### src/rtl/fnic_pkg.sv
package fnic_pkg;

    typedef enum logic [1:0] {
        ST_IDLE = 2'd0,
        ST_NORM = 2'd1,
        ST_FAST = 2'd2
    } fnic_state_e;

    localparam logic [2:0] ADR_CTRL    = 3'd0;
    localparam logic [2:0] ADR_FEN     = 3'd1;
    localparam logic [2:0] ADR_NEN     = 3'd2;
    localparam logic [2:0] ADR_RAW     = 3'd3;
    localparam logic [2:0] ADR_FPEND   = 3'd4;
    localparam logic [2:0] ADR_NPEND   = 3'd5;
    localparam logic [2:0] ADR_STATUS  = 3'd6;

    localparam int CTRL_AV_BIT  = 0;
    localparam int CTRL_ME_BIT  = 1;
    localparam int CTRL_SEL_BIT = 2;
    localparam int CTRL_LVL_LSB = 3;

endpackage

### src/rtl/fnic_regs.sv
module fnic_regs
    import fnic_pkg::*;
#(
    parameter int NUM_LVL = 32,
    localparam int LVL_W  = $clog2(NUM_LVL),
    localparam int VEC_W  = LVL_W + 1,
    localparam int CTRL_W = CTRL_LVL_LSB + LVL_W
) (
    input  logic               clk,
    input  logic               rst_n,
    input  logic               wr_i,
    input  logic [2:0]         addr_i,
    input  logic [NUM_LVL-1:0] wdata_i,
    output logic [NUM_LVL-1:0] rdata_o,
    input  logic [NUM_LVL-1:0] src_i,
    input  logic [NUM_LVL-1:0] fpend_i,
    input  logic [NUM_LVL-1:0] npend_i,
    input  logic [VEC_W-1:0]   vec_i,
    input  logic               freq_i,
    input  logic               nreq_i,
    output logic [NUM_LVL-1:0] fen_o,
    output logic [NUM_LVL-1:0] nen_o,
    output logic               autovec_o,
    output logic               mask_en_o,
    output logic               mask_sel_o,
    output logic [LVL_W-1:0]   mask_lvl_o
);

    logic [CTRL_W-1:0]  ctrl_q;
    logic [NUM_LVL-1:0] fen_q;
    logic [NUM_LVL-1:0] nen_q;

    always_ff @(posedge clk or negedge rst_n) begin
        if (!rst_n) begin
            ctrl_q <= CTRL_W'(1);
            fen_q  <= '0;
            nen_q  <= '0;
        end else if (wr_i) begin
            unique case (addr_i)
                ADR_CTRL: ctrl_q <= wdata_i[CTRL_W-1:0];
                ADR_FEN:  fen_q  <= wdata_i;
                ADR_NEN:  nen_q  <= wdata_i;
                default:  ;
            endcase
        end
    end

    always_comb begin
        rdata_o = '0;
        unique case (addr_i)
            ADR_CTRL:   rdata_o = NUM_LVL'(ctrl_q);
            ADR_FEN:    rdata_o = fen_q;
            ADR_NEN:    rdata_o = nen_q;
            ADR_RAW:    rdata_o = src_i;
            ADR_FPEND:  rdata_o = fpend_i;
            ADR_NPEND:  rdata_o = npend_i;
            ADR_STATUS: rdata_o = NUM_LVL'({nreq_i, freq_i, vec_i});
            default:    rdata_o = '0;
        endcase
    end

    assign fen_o      = fen_q;
    assign nen_o      = nen_q;
    assign autovec_o  = ctrl_q[CTRL_AV_BIT];
    assign mask_en_o  = ctrl_q[CTRL_ME_BIT];
    assign mask_sel_o = ctrl_q[CTRL_SEL_BIT];
    assign mask_lvl_o = ctrl_q[CTRL_LVL_LSB +: LVL_W];

endmodule

### src/rtl/fnic_mask.sv
module fnic_mask #(
    parameter int NUM_LVL = 32,
    localparam int LVL_W  = $clog2(NUM_LVL)
) (
    input  logic               clk,
    input  logic               rst_n,
    input  logic [NUM_LVL-1:0] src_i,
    input  logic [NUM_LVL-1:0] fen_i,
    input  logic [NUM_LVL-1:0] nen_i,
    input  logic               mask_en_i,
    input  logic               mask_sel_i,
    input  logic [LVL_W-1:0]   mask_lvl_i,
    output logic [NUM_LVL-1:0] fpend_o,
    output logic [NUM_LVL-1:0] npend_o
);

    logic [NUM_LVL-1:0] below;

    for (genvar g = 0; g < NUM_LVL; g++) begin : g_thr
        assign below[g] = mask_en_i && (mask_lvl_i >= LVL_W'(g));
    end

    always_comb begin
        if (mask_en_i && mask_sel_i) begin
            fpend_o = src_i & fen_i & ~below;
            npend_o = '0;
        end else begin
            fpend_o = src_i & fen_i;
            npend_o = src_i & nen_i & ~below;
        end
    end

    AST_PEND_NEEDS_SRC: assert property (@(posedge clk) disable iff (!rst_n)
        ((fpend_o | npend_o) & ~src_i) == '0);
    AST_SEL_BLOCKS_NORM: assert property (@(posedge clk) disable iff (!rst_n)
        (mask_en_i && mask_sel_i) |-> (npend_o == '0));

endmodule

### src/rtl/fnic_prio_enc.sv
module fnic_prio_enc #(
    parameter int NUM_LVL = 32,
    localparam int LVL_W  = $clog2(NUM_LVL)
) (
    input  logic [NUM_LVL-1:0] req_i,
    output logic               any_o,
    output logic [LVL_W-1:0]   idx_o
);

    always_comb begin
        idx_o = '0;
        for (int k = 0; k < NUM_LVL; k++) begin
            if (req_i[k]) idx_o = LVL_W'(k);
        end
    end

    assign any_o = |req_i;

endmodule

### src/rtl/fnic_top.sv
module fnic_top
    import fnic_pkg::*;
#(
    parameter int NUM_LVL = 32,
    localparam int LVL_W  = $clog2(NUM_LVL),
    localparam int VEC_W  = LVL_W + 1
) (
    input  logic               clk,
    input  logic               rst_n,
    input  logic [NUM_LVL-1:0] src_i,
    input  logic               reg_wr_i,
    input  logic [2:0]         reg_addr_i,
    input  logic [NUM_LVL-1:0] reg_wdata_i,
    output logic [NUM_LVL-1:0] reg_rdata_o,
    output logic               fast_req_o,
    output logic               norm_req_o,
    output logic [VEC_W-1:0]   vector_o,
    output logic               raw_fast_o,
    output logic               raw_norm_o
);

    logic [NUM_LVL-1:0] fen, nen, fpend, npend;
    logic               autovec, mask_en, mask_sel;
    logic [LVL_W-1:0]   mask_lvl, fidx, nidx;
    logic               fany, nany;
    fnic_state_e        state_q, state_d;
    logic [VEC_W-1:0]   vec_q, vec_d;

    fnic_regs #(.NUM_LVL(NUM_LVL)) u_regs (
        .clk(clk), .rst_n(rst_n),
        .wr_i(reg_wr_i), .addr_i(reg_addr_i), .wdata_i(reg_wdata_i),
        .rdata_o(reg_rdata_o),
        .src_i(src_i), .fpend_i(fpend), .npend_i(npend),
        .vec_i(vec_q), .freq_i(fast_req_o), .nreq_i(norm_req_o),
        .fen_o(fen), .nen_o(nen),
        .autovec_o(autovec), .mask_en_o(mask_en),
        .mask_sel_o(mask_sel), .mask_lvl_o(mask_lvl)
    );

    fnic_mask #(.NUM_LVL(NUM_LVL)) u_mask (
        .clk(clk), .rst_n(rst_n),
        .src_i(src_i), .fen_i(fen), .nen_i(nen),
        .mask_en_i(mask_en), .mask_sel_i(mask_sel), .mask_lvl_i(mask_lvl),
        .fpend_o(fpend), .npend_o(npend)
    );

    fnic_prio_enc #(.NUM_LVL(NUM_LVL)) u_enc_fast (
        .req_i(fpend), .any_o(fany), .idx_o(fidx)
    );

    fnic_prio_enc #(.NUM_LVL(NUM_LVL)) u_enc_norm (
        .req_i(npend), .any_o(nany), .idx_o(nidx)
    );

    // Next state and next vector
    always_comb begin
        if (fany)      state_d = ST_FAST;
        else if (nany) state_d = ST_NORM;
        else           state_d = ST_IDLE;

        unique case (state_d)
            ST_FAST: vec_d = autovec ? VEC_W'(1) : {1'b1, fidx};
            ST_NORM: vec_d = autovec ? VEC_W'(0) : {1'b0, nidx};
            default: vec_d = '0;
        endcase
    end

    // State register
    always_ff @(posedge clk or negedge rst_n) begin
        if (!rst_n) begin
            state_q <= ST_IDLE;
            vec_q   <= '0;
        end else begin
            state_q <= state_d;
            vec_q   <= vec_d;
        end
    end

    // Outputs
    always_comb begin
        fast_req_o = 1'b0;
        norm_req_o = 1'b0;
        unique case (state_q)
            ST_FAST: fast_req_o = 1'b1;
            ST_NORM: norm_req_o = 1'b1;
            default: ;
        endcase
    end

    assign vector_o   = vec_q;
    assign raw_fast_o = fany;
    assign raw_norm_o = nany && !fany;

    AST_FAST_WINS: assert property (@(posedge clk) disable iff (!rst_n)
        raw_fast_o |=> (fast_req_o && !norm_req_o));
    AST_NORM_FOLLOWS: assert property (@(posedge clk) disable iff (!rst_n)
        raw_norm_o |=> norm_req_o);
    AST_IDLE_ZERO: assert property (@(posedge clk) disable iff (!rst_n)
        (!fast_req_o && !norm_req_o) |-> (vector_o == '0));
    AST_AUTOVEC_FAST: assert property (@(posedge clk) disable iff (!rst_n)
        (fast_req_o && $past(autovec)) |-> (vector_o == VEC_W'(1)));
    AST_RAW_EXCLUSIVE: assert property (@(posedge clk) disable iff (!rst_n)
        !(raw_fast_o && raw_norm_o));

endmodule

### config.mk
export PLATFORM = sky130hd
export DESIGN_NAME = fnic_top
export DESIGN_NICKNAME = d
export VERILOG_FILES = /design/src/rtl/fnic_pkg.sv /design/src/rtl/fnic_regs.sv /design/src/rtl/fnic_mask.sv /design/src/rtl/fnic_prio_enc.sv /design/src/rtl/fnic_top.sv
export SDC_FILE = /design/constraint.sdc
export NUM_CORES = 1
export LEC_CHECK = 0
export ABC_AREA = 1
export ABC_CLOCK_PERIOD_IN_PS = 5100
export BUFFER_PORTS_ARGS = -buffer_cell sky130_fd_sc_hd__buf_2
export CAP_MARGIN = 20
export CORE_ASPECT_RATIO = 0.6
export CORE_UTILIZATION = 26
export DETAILED_ROUTE_END_ITERATION = 8
export HOLD_SLACK_MARGIN = 0.03
export PLACE_DENSITY = 0.52
export SETUP_SLACK_MARGIN = 0.02
export SYNTH_ARGS = -nofsm -noshare
export SYNTH_HDL_FRONTEND = slang
export SYNTH_SLANG_ARGS = --single-unit
### constraint.sdc
create_clock -name clk -period 5.1 [get_ports clk]
set_input_delay 0.51 -clock clk [delete_from_list [all_inputs] [get_ports clk]]
set_output_delay 0.51 -clock clk [all_outputs]
set_load 0.02 [all_outputs]
==> run_results.csv, run 1 <==
group,metric,value,unit
floorplanning,core,0.02134,mm²
global_routing,use_met2,26.19,%
global_routing,grtUsageMet3,5.415,%
clock_tree,cts_hold_buf,0,
power,p_leak,0.003585,µW
synth,synth_largest_area_cell,"dfrtp_1",
synth,ys_ff_latch,80,
global_routing,grt_busiest_layer,"met1",
synth,synth_area_leaders,"dfrtp_1, nand2_1, inv_1, o21ai_0, a21oi_1",
timing,relSlewSlack,44.38,%
worst_setup_path,crit_top_cell,"nand2_1",
synth,synth_most_common_cell,"nand2_1",
worst_setup_path,arrival,3.79,ns
drt,wl_per_cell,17.57,µm
placed_design,numPortBuffers,111,
clock_tree,cts_resized,0,
global_routing,grt_pass1_vias,5922,
synth,yosysTopAreaCellShare,34.41,%
synth,synth_edf_count,0,
finish,n_antenna_cell,0,
worst_setup_path,path_max_fanout,39,
placed_design,gp_congestion,0.9665,
global_routing,grt_antenna_before_repair,0,
drt,wl,22.35,mm
worst_setup_path,crit_family,"simple AND/OR/NAND/NOR gates",
synth,synth.net_count,964,
drt,vias,6420,
worst_setup_path,startpoint_type,"flip-flop",
finish,design_area,0.006878,mm²
floorplanning,ios,112,
global_routing,grt_pass1_wl,35.04,mm
clock_tree,cts_sinks,80,
worst_setup_path,path_buf_inv,2,
clock_tree,cts_htree_levels,3,
placed_design,placed_area,0.006545,mm²
worst_setup_path,cp_cell_sequence,"nand2_4 > inv_2 > a21oi_1 > nor4_1 > nand2_1 > nor4_2 > nand2_1 > nor2_2 > buf_2",
finish,stdcell_count,1272,
synth,syn_inst,894,
finish,register_area,0.002003,mm²
drt,post-route-drc-count,0,
run,maxCapViolations,0,
clock_tree,cts_setup_buffers,0,
timing,drv_slew,0,
timing,post-route-period-util,84.37,%
placed_design,dp.cells,1254,
clock_tree,clk_path_buf_depth,2,
timing,fin_crit,4.303,ns
global_routing,grt_max_degree,81,
timing,clock-skew-final,0.01287,ns
finish,fin_util,32.23,%
floorplanning,start_util,26.92,%
status,status,"complete, no violations",
synth,netlist_area,0.005746,mm²
floorplanning,die_h,117.1,µm
floorplanning,fp-row-count,41,
timing,worstMarginPinSlew,0.8267,ns
worst_setup_path,path_class,"reg -> out",
synth,synth-main-ff-cell,"dfrtp_1",
timing,fmaxAchievable,0.2324,GHz
synth,syn_avg_cell_area,6.427,µm²
timing,hold_viol,0,
clock_tree,clock-root-buffer,"clkbuf_16",
clock_tree,cts_made_buffers,9,
finish,multiInputGateArea,0.003000,mm²
worst_setup_path,endpoint_kind,"primary output",
hold_path,hold_path_class,"in -> async",
global_routing,grtUsageMet1,32.91,%
synth,async_flop_share,100.0,%
finish,fillers,2452,
drt,first_iter_violations,813,
placed_design,dp_slack,1.285,ns
power,power_density,351.2,mW/mm²
floorplanning,dieArea,0.02272,mm²
clock_tree,cts_tree,"yes",
synth,synth_common_cells,"nand2_1, inv_1, o21ai_0",
drt,firstDrtPassIters,5,
synth,synth_seq_area_share,34.86,%
power,peakVddDrop,175.9,µV
clock_tree,path_clk_slew,0.07,ns
drt,ant_nets,0,
synth,synth_cell_types,37,
worst_setup_path,cp.required,4.59,ns
timing,rsz0062_at_grt,"no",
synth,yosysWarnings,0,
finish,layout.nets,1058,
worst_setup_path,slowest_stage,"dfrtp_1",
finish,layout-drive-gt1-share,16.92,%
clock_tree,worstSkewPairLatency,0.36,ns
floorplanning,dieWidth,193.9,µm
timing,fin_ws,0.7974,ns
global_routing,gr-usage-all-layers,20.40,%
timing,tns,0,ns
global_routing,grt.overflow.total,0,
finish,area_growth,19.71,%
worst_setup_path,max_stage_delay,0.73,ns
timing,setup_viol,0,
drt,via_per_inst,5.047,
placed_design,dp_hpwl,17.32,mm
-- cell families after synthesis --
kind of cell,share of synthesized area [%]
simple gates,29.68
compound gates,22.19
buf+inv,13.26
flops,34.87
-- placed cells by master, fill, tap and decap left out, types with 16 or more instances in the layout --
master,count
dfrtp_1,79
nand2_1,289
nor2_1,48
o21ai_0,83
o22ai_1,16
inv_1,139
buf_2,110
nand3_1,16
a21oi_1,49
o211ai_1,18
nor4_1,18
-- final cells by class --
| class | instances | share of cell area [%] |
|---|---|---|
| multi-input cells | 622 | 43.62 |
| repair buffers | 120 | 9.569 |
| clock inverters | 3 | 0.2183 |
| clock buffers | 13 | 3.929 |
| well taps | 279 | 5.075 |
| flip-flops and latches | 80 | 29.12 |
| inverters | 155 | 8.459 |
-- flip-flops by register name, summed over array words and instances, names as in the netlist --
signal,count
state_q,2
u_regs.ctrl_q,8
u_regs.fen_o,32
u_regs.nen_o,32
vector_o,6
-- worst reg2reg max path, delay by kind of cell (launching register included) --
family	cells	cell delay [ns]
buffers and inverters	1	0.62
AND/OR/NAND/NOR	35	2.41
flip-flops	1	0.73
-- where the power goes --
part           internal (µW)  switching (µW)  total (µW)
Sequential               758             134         892
Clock                    368             270         638
Combinational            281             604         885
Total                   1410            1010        2420
-- per-layer routing --
metal | wire [µm] | vias up
met5 | 0 | -
met2 | 7959 | 312
met3 | 2266 | 10
met4 | 113 | 0
met1 | 12010 | 2980
li1 | - | 3118
-- per-stage QoR --
stage / hold WS, ns / power [µW]
2_1_floorplan: 0.2144 / 1451
3_3_place_gp: 0.4673 / 1760
3_5_place_dp: 0.4726 / 1762
4_1_cts: 0.4003 / 2402
5_1_grt: 0.1811 / 2584
6_report: 0.1376 / 2415
-- path summary, 6_finish.rpt --
path / startpoint / to / slack [ns] / depth (start not counted)
max: u_regs.ctrl_q[1]$_DFFE_PN0P_ / raw_norm_o / 0.80 / 9
min: rst_n / u_regs.ctrl_q[3]$_DFFE_PN0P_ / 0.14 / 1
max reg2reg: u_regs.ctrl_q[1]$_DFFE_PN0P_ / vector_o[0]$_DFF_PN0_ / 1.27 / 36
min reg2reg: u_regs.nen_o[19]$_DFFE_PN0P_ / u_regs.nen_o[19]$_DFFE_PN0P_ / 0.48 / 2
max in group asynchronous: rst_n / u_regs.ctrl_q[0]$_DFFE_PN1P_ / 4.30 / 2
min in group clk: reg_wdata_i[25] / u_regs.nen_o[25]$_DFFE_PN0P_ / 0.43 / 3
Power figures use the tool's default switching activity.
==> run 2, diff against run 1 <==
--- a/config.mk
+++ b/config.mk
@@ -5,15 +5,15 @@
 export SDC_FILE = /design/constraint.sdc
 export NUM_CORES = 1
 export LEC_CHECK = 0
-export ABC_AREA = 1
-export ABC_CLOCK_PERIOD_IN_PS = 5100
+export ABC_AREA = 0
+export ABC_CLOCK_PERIOD_IN_PS = 4500
 export BUFFER_PORTS_ARGS = -buffer_cell sky130_fd_sc_hd__buf_2
 export CAP_MARGIN = 20
 export CORE_ASPECT_RATIO = 0.6
 export CORE_UTILIZATION = 26
 export DETAILED_ROUTE_END_ITERATION = 8
 export HOLD_SLACK_MARGIN = 0.03
-export PLACE_DENSITY = 0.52
+export PLACE_DENSITY = 0.51
 export SETUP_SLACK_MARGIN = 0.02
 export SYNTH_ARGS = -nofsm -noshare
 export SYNTH_HDL_FRONTEND = slang
==> constraint.sdc (replaced) <==
create_clock -name clk -period 4.5 [get_ports clk]
set_input_delay 0.45 -clock clk [delete_from_list [all_inputs] [get_ports clk]]
set_output_delay 0.45 -clock clk [all_outputs]
set_load 0.02 [all_outputs]
==> run 2 against run 1 <==
Effect of this change: wire length rose by 25%; setup slack worse by 0.21 ns; cell count is 9.5% lower; core utilization down 0.35 points; global-route usage increased by 1.1 points; worst hold slack worse by 0.066 ns; largest cell class unchanged.
==> run_results.csv, run 2 <==
group,metric,value,unit
status,status,"complete, no violations",
power,peakVddDrop,194.2,µV
timing,rsz0062_at_grt,"no",
global_routing,grtUsageMet1,36.61,%
synth,synth_most_common_cell,"mux2_2",
finish,n_antenna_cell,0,
global_routing,grt_busiest_layer,"met1",
synth,synth_largest_area_cell,"dfrtp_1",
power,power_density,440.0,mW/mm²
global_routing,grt_pass1_vias,6251,
synth,yosysWarnings,0,
global_routing,grt_antenna_before_repair,0,
global_routing,grt_max_degree,81,
placed_design,gp_congestion,0.9982,
drt,wl_per_cell,24.17,µm
drt,firstDrtPassIters,5,
timing,setup_viol,0,
clock_tree,cts_htree_levels,3,
finish,layout.nets,895,
timing,fin_hold_ws,0.07162,ns
global_routing,use_met2,25.66,%
global_routing,gr-usage-all-layers,21.54,%
drt,via_per_inst,5.903,
global_routing,grt_pass1_wl,42.19,mm
worst_setup_path,path_max_fanout,13,
placed_design,dp_slack,1.058,ns
clock_tree,worstSkewPairLatency,0.36,ns
timing,fin_crit,3.910,ns
placed_design,dp_hpwl,21.71,mm
floorplanning,dieArea,0.02591,mm²
clock_tree,clock-root-buffer,"clkbuf_16",
floorplanning,ios,112,
synth,synth-main-ff-cell,"dfrtp_1",
synth,ys_ff_latch,80,
global_routing,grt.overflow.total,0,
synth,synth_common_cells,"mux2_2, dfrtp_1, nand2_1",
synth,synth_area_leaders,"dfrtp_1, mux2_2, a21oi_1, a22oi_1, nand2_1",
timing,worstMarginPinSlew,0.8960,ns
synth,synth_cell_types,74,
synth,synth_seq_area_share,30.51,%
synth,yosysTopAreaCellShare,30.11,%
drt,wl,27.82,mm
clock_tree,cts_hold_buf,0,
clock_tree,cts_sinks,80,
synth,netlist_area,0.006566,mm²
timing,hold_viol,0,
floorplanning,die_h,125.1,µm
finish,final_common_cell,"buf_2",
floorplanning,fp-row-count,44,
finish,layout-drive-gt1-share,32.93,%
finish,fillers,2593,
drt,vias,6794,
power,power,3436,µW
synth,synth.net_count,803,
clock_tree,cts_setup_buffers,0,
floorplanning,start_util,26.80,%
finish,mostFrequentLayoutCells,"buf_2, mux2_2, dfrtp_1, nand2_1, nor2_1",
run,maxCapViolations,0,
power,p_leak,0.003212,µW
hold_path,hold_path_class,"in -> async",
clock_tree,cts_made_buffers,9,
worst_setup_path,cp.required,4.05,ns
worst_setup_path,path_class,"reg -> out",
timing,relSlewSlack,39.94,%
floorplanning,dieWidth,207.2,µm
drt,ant_nets,0,
drt,post-route-drc-count,0,
drt,first_iter_violations,907,
timing,post-route-period-util,86.90,%
clock_tree,cts_resized,0,
synth,syn_avg_cell_area,8.958,µm²
synth,async_flop_share,100.0,%
clock_tree,cts_tree,"yes",
timing,fmaxAchievable,0.2557,GHz
clock_tree,path_clk_slew,0.07,ns
worst_setup_path,arrival,3.46,ns
timing,tns,0,ns
timing,drv_slew,0,
floorplanning,core,0.02450,mm²
clock_tree,clk_path_buf_depth,2,
synth,synth_edf_count,0,
worst_setup_path,startpoint_type,"flip-flop",
global_routing,grtUsageMet3,5.677,%
synth,syn_inst,733,
finish,area_growth,18.92,%
timing,fin_ws,0.5897,ns
worst_setup_path,endpoint_kind,"primary output",
placed_design,numPortBuffers,111,
finish,fin_util,31.87,%
timing,clock-skew-final,0.008116,ns
==> run 2: changes by cell type in the layout (fill, tap and decap cells not counted), moves of 13 or more <==
cell / before / now
mux2_2: 0 / 99
nor4_1: 18 / 5
a22oi_1: 11 / 31
inv_2: 14 / 0
buf_4: 8 / 24
inv_1: 139 / 8
o21ai_0: 83 / 28
nand2_1: 289 / 56
==> run 2: layout make-up <==
| cell class | instances | area [µm²] | share of cell area, % |
|---|---|---|---|
| clock inverters | 3 | 65.06 | 0.8332 |
| multi-input cells | 590 | 4280 | 54.81 |
| repair buffers | 136 | 770.7 | 9.870 |
| clock buffers | 12 | 256.5 | 3.285 |
| well taps | 322 | 402.9 | 5.159 |
| flip-flops and latches | 80 | 2003 | 25.65 |
| inverters | 8 | 30.03 | 0.3846 |
==> run 2: cell families (layout without fill, tap and decap cells) <==
logic type / Yosys count / in the layout / share of synthesized area (%)
flip-flops: 80 / 80 / 30.51
buffers and inverters: 63 / 159 / 4.573
AND/OR/NAND/NOR: 215 / 215 / 17.57
AO/OA/AOI/OAI: 268 / 268 / 29.15
multiplexers: 107 / 107 / 18.20
==> run 2: worst paths after layout <==
path	startpoint	endpoint	slack, ns	depth (start not counted)
worst max-delay path	u_regs.ctrl_q[7]$_DFFE_PN0P_	raw_norm_o	0.59	7
worst min-delay path	rst_n	u_regs.fen_o[1]$_DFFE_PN0P_	0.07	1
worst max register to register	u_regs.ctrl_q[7]$_DFFE_PN0P_	vector_o[1]$_DFF_PN0_	1.13	8
worst min register to register	u_regs.nen_o[16]$_DFFE_PN0P_	u_regs.nen_o[16]$_DFFE_PN0P_	0.54	1
max in group asynchronous	rst_n	u_regs.ctrl_q[0]$_DFFE_PN1P_	3.77	2
min in group clk	reg_wdata_i[12]	u_regs.fen_o[12]$_DFFE_PN0P_	0.34	2
==> run 2: layer usage <==
layer,up-vias,wire (µm)
met1,3335,15050
met2,399,9719
met5,-,0
met4,0,139
met3,13,2911
li1,3047,-
==> run 2: critical path, cell delays in order (launching register included) <==
cell	delay (ns)
dfrtp_1	0.64
nand3_1	0.53
o211ai_1	0.47
and2_1	0.25
nand4_1	0.28
nor4_4	0.52
and2_1	0.23
buf_2	0.18
==> run 2: metrics by stage <==
step                area [µm²]  std cells
floorplan                 6566        733
global placement          7467       1135
detailed placement        7467       1135
CTS                       7789       1150
global route              7809       1151
finish                    7809       1151
==> run 2: report_power, final <==
group	switching (µW)	internal (µW)	total [µW]	leakage, µW
sequential	181	881	1060	0.000954
clock	311	513	824	0.000159
combinational	961	589	1550	0.00210
total	1450	1980	3440	0.00321
==> run 3, diff against run 2 <==
--- a/config.mk
+++ b/config.mk
@@ -6,14 +6,15 @@
 export NUM_CORES = 1
 export LEC_CHECK = 0
 export ABC_AREA = 0
-export ABC_CLOCK_PERIOD_IN_PS = 4500
+export ABC_CLOCK_PERIOD_IN_PS = 3280
 export BUFFER_PORTS_ARGS = -buffer_cell sky130_fd_sc_hd__buf_2
 export CAP_MARGIN = 20
 export CORE_ASPECT_RATIO = 0.6
 export CORE_UTILIZATION = 26
+export CTS_BUF_LIST = sky130_fd_sc_hd__clkbuf_8
 export DETAILED_ROUTE_END_ITERATION = 8
 export HOLD_SLACK_MARGIN = 0.03
-export PLACE_DENSITY = 0.51
+export PLACE_DENSITY = 0.53
 export SETUP_SLACK_MARGIN = 0.02
 export SYNTH_ARGS = -nofsm -noshare
 export SYNTH_HDL_FRONTEND = slang
==> constraint.sdc (replaced) <==
create_clock -name clk -period 3.28 [get_ports clk]
set_input_delay 0.328 -clock clk [delete_from_list [all_inputs] [get_ports clk]]
set_output_delay 0.328 -clock clk [all_outputs]
set_load 0.02 [all_outputs]
==> run 3 against run 2 <==
Effect of this change: clock skew grew 0.0033 ns; sequential share of layout area shrank 1.7 points; cell count grew 5.9%; critical path depth grew 3; total power grew 35%; largest power group unchanged; first-iteration DRC count shrank 12%; count of clock-buffer cells in the layout shrank 3; core utilization grew 2.4 points; sequential power grew 39%; via count grew 4.7%; clock power shrank 21%.
==> run_results.csv, run 3 (synthesis gave the netlist of run 2 again) <==
group,metric,value,unit
status,status,"complete, no violations",
clock_tree,cts_sinks,80,
worst_setup_path,cp.required,2.95,ns
worst_setup_path,worstSetupStartpoint,"u_regs.ctrl_q[6]$_DFFE_PN0P_",
global_routing,gr-usage-all-layers,22.71,%
hold_path,hold_path_class,"in -> reg",
placed_design,dp_hpwl,23.10,mm
timing,tns,0,ns
floorplanning,dieWidth,207.2,µm
timing,post-route-period-util,96.62,%
power,power,4629,µW
timing,setup_viol,0,
timing,relSlewSlack,39.75,%
global_routing,grt_max_degree,73,
floorplanning,die_h,125.1,µm
drt,vias,7115,
finish,final_common_cell,"buf_2",
clock_tree,path_clk_slew,0.09,ns
floorplanning,start_util,26.80,%
worst_setup_path,startpoint_type,"flip-flop",
finish,layout-drive-gt1-share,40.80,%
finish,layout.nets,962,
clock_tree,cts_htree_levels,3,
drt,route.met2.wl,10.73,mm
run,maxCapViolations,0,
worst_setup_path,endpoint_kind,"primary output",
worst_setup_path,arrival,2.84,ns
worst_setup_path,path_max_fanout,15,
placed_design,numPortBuffers,111,
worst_setup_path,slowest_stage,"dfrtp_1",
worst_setup_path,r2r-start,"u_regs.ctrl_q[7]$_DFFE_PN0P_",
worst_setup_path,crit_top_cell,"buf_4",
global_routing,grt_antenna_before_repair,0,
worst_setup_path,cp_cell_sequence,"buf_6 > buf_4 > nand4_1 > a32oi_2 > nor2_1 > nor4b_2 > buf_4 > nand4_1 > and2_4 > buf_4",
worst_setup_path,path_class,"reg -> out",
global_routing,grt_pass1_wl,43.77,mm
drt,ant_nets,0,
floorplanning,core,0.02450,mm²
timing,fin_crit,3.169,ns
worst_setup_path,reg2reg_slack,0.26,ns
timing,fmaxAchievable,0.3156,GHz
power,power_density,552.1,mW/mm²
clock_tree,clk_path_buf_depth,2,
drt,highest_layer,"met4",
worst_setup_path,max_stage_delay,0.38,ns
timing,worstMarginPinSlew,0.9037,ns
timing,rsz0062_at_grt,"no",
drt,via_per_inst,5.837,
drt,firstDrtPassIters,6,
clock_tree,cts_made_buffers,9,
floorplanning,dieArea,0.02591,mm²
drt,wl,29.88,mm
floorplanning,fp-row-count,44,
clock_tree,cts_tree,"yes",
power,peakVddDrop,288.3,µV
global_routing,grt.overflow.total,0,
finish,mostFrequentLayoutCells,"buf_2, mux2_2, buf_4, dfrtp_1, nand2_1",
drt,wl_per_cell,24.51,µm
timing,hold_viol,0,
clock_tree,worstSkewPairLatency,0.41,ns
drt,wirelength_met1,15.40,mm
power,p_leak,0.003521,µW
hold_path,hp-start,"reg_wdata_i[22]",
drt,post-route-drc-count,0,
global_routing,grt_pass1_vias,6603,
finish,n_antenna_cell,0,
timing,drv_slew,0,
drt,first_iter_violations,801,
placed_design,gp_congestion,0.9897,
timing,clock-skew-final,0.01146,ns
finish,area_growth,27.71,%
drt,dr_wl_met3,3.447,mm
floorplanning,ios,112,
clock_tree,clock-root-buffer,"clkbuf_8",
run 3: cell count changes in the layout (fill, tap and decap cells not counted), sizes merged:
cell         delta
bufinv          -2
dlygate4sd3     +1
clkbuf          -1
buf            +64
clkinv          +1
inv             +5
run 3: worst max-delay path: cells and delay by family, from the launching register on:
kind,cells,cell delay [ns]
AND/OR/NAND/NOR,5,1.06
buffers and inverters,4,0.70
flip-flops,1,0.38
AO/OA/AOI/OAI,1,0.27
run 3: metrics by stage:
step	setup WS [ns]	util (%)	instances	hold WS (ns)	area, µm²
floorplan	0.7902	-	733	0.03241	6566
global route	0.01085	34.23	1219	0.1201	8386
global placement	0.1867	31.74	1175	0.5160	7775
finish	0.1109	34.23	1219	0.1498	8386
detailed placement	0.2398	31.74	1175	0.5199	7775
CTS	0.02835	32.97	1201	0.09750	8077
run 3: final cells by class:
class | instances | area [µm²]
Tap cell | 322 | 402.9
Timing Repair Buffer | 203 | 1364
Clock inverter | 7 | 28.78
Clock buffer | 9 | 123.9
Fill cell | 2653 | 16110
Multi-Input combinational cell | 590 | 4425
Sequential cell | 80 | 2011
Inverter | 8 | 30.03
run 3: metal layers:
layer / vias to the layer above / GRT usage, %
li1: 3180 / -
met1: 3497 / 36.79
met2: 416 / 27.25
met3: 22 / 7.963
met4: 0 / 4.214
met5: - / 0
run 3: path summary, 6_finish.rpt:
path                                                      to  depth (start not counted)
worst max register to register         vector_o[0]$_DFF_PN0_                          9
min in group asynchronous       u_regs.ctrl_q[2]$_DFFE_PN0P_                          2
worst min register to register  u_regs.fen_o[24]$_DFFE_PN0P_                          1
worst max-delay path                              raw_norm_o                         10
worst min-delay path            u_regs.fen_o[22]$_DFFE_PN0P_                          2
max in group asynchronous        u_regs.fen_o[9]$_DFFE_PN0P_                          3
run 3: power breakdown:
part	total, µW	internal, µW	switching (µW)
clock network	655	258	397
logic	2510	1050	1460
registers	1470	1210	255
total	4630	2520	2110
run 3: what timing repair did:
item,CTS,global route
endpoints found under the setup margin,2,2
hold buffers,0,1
gates cloned,0,2
pin swaps,4,8
setup buffers,10,14
gates resized for setup,19,29
endpoints found under the hold margin,0,28
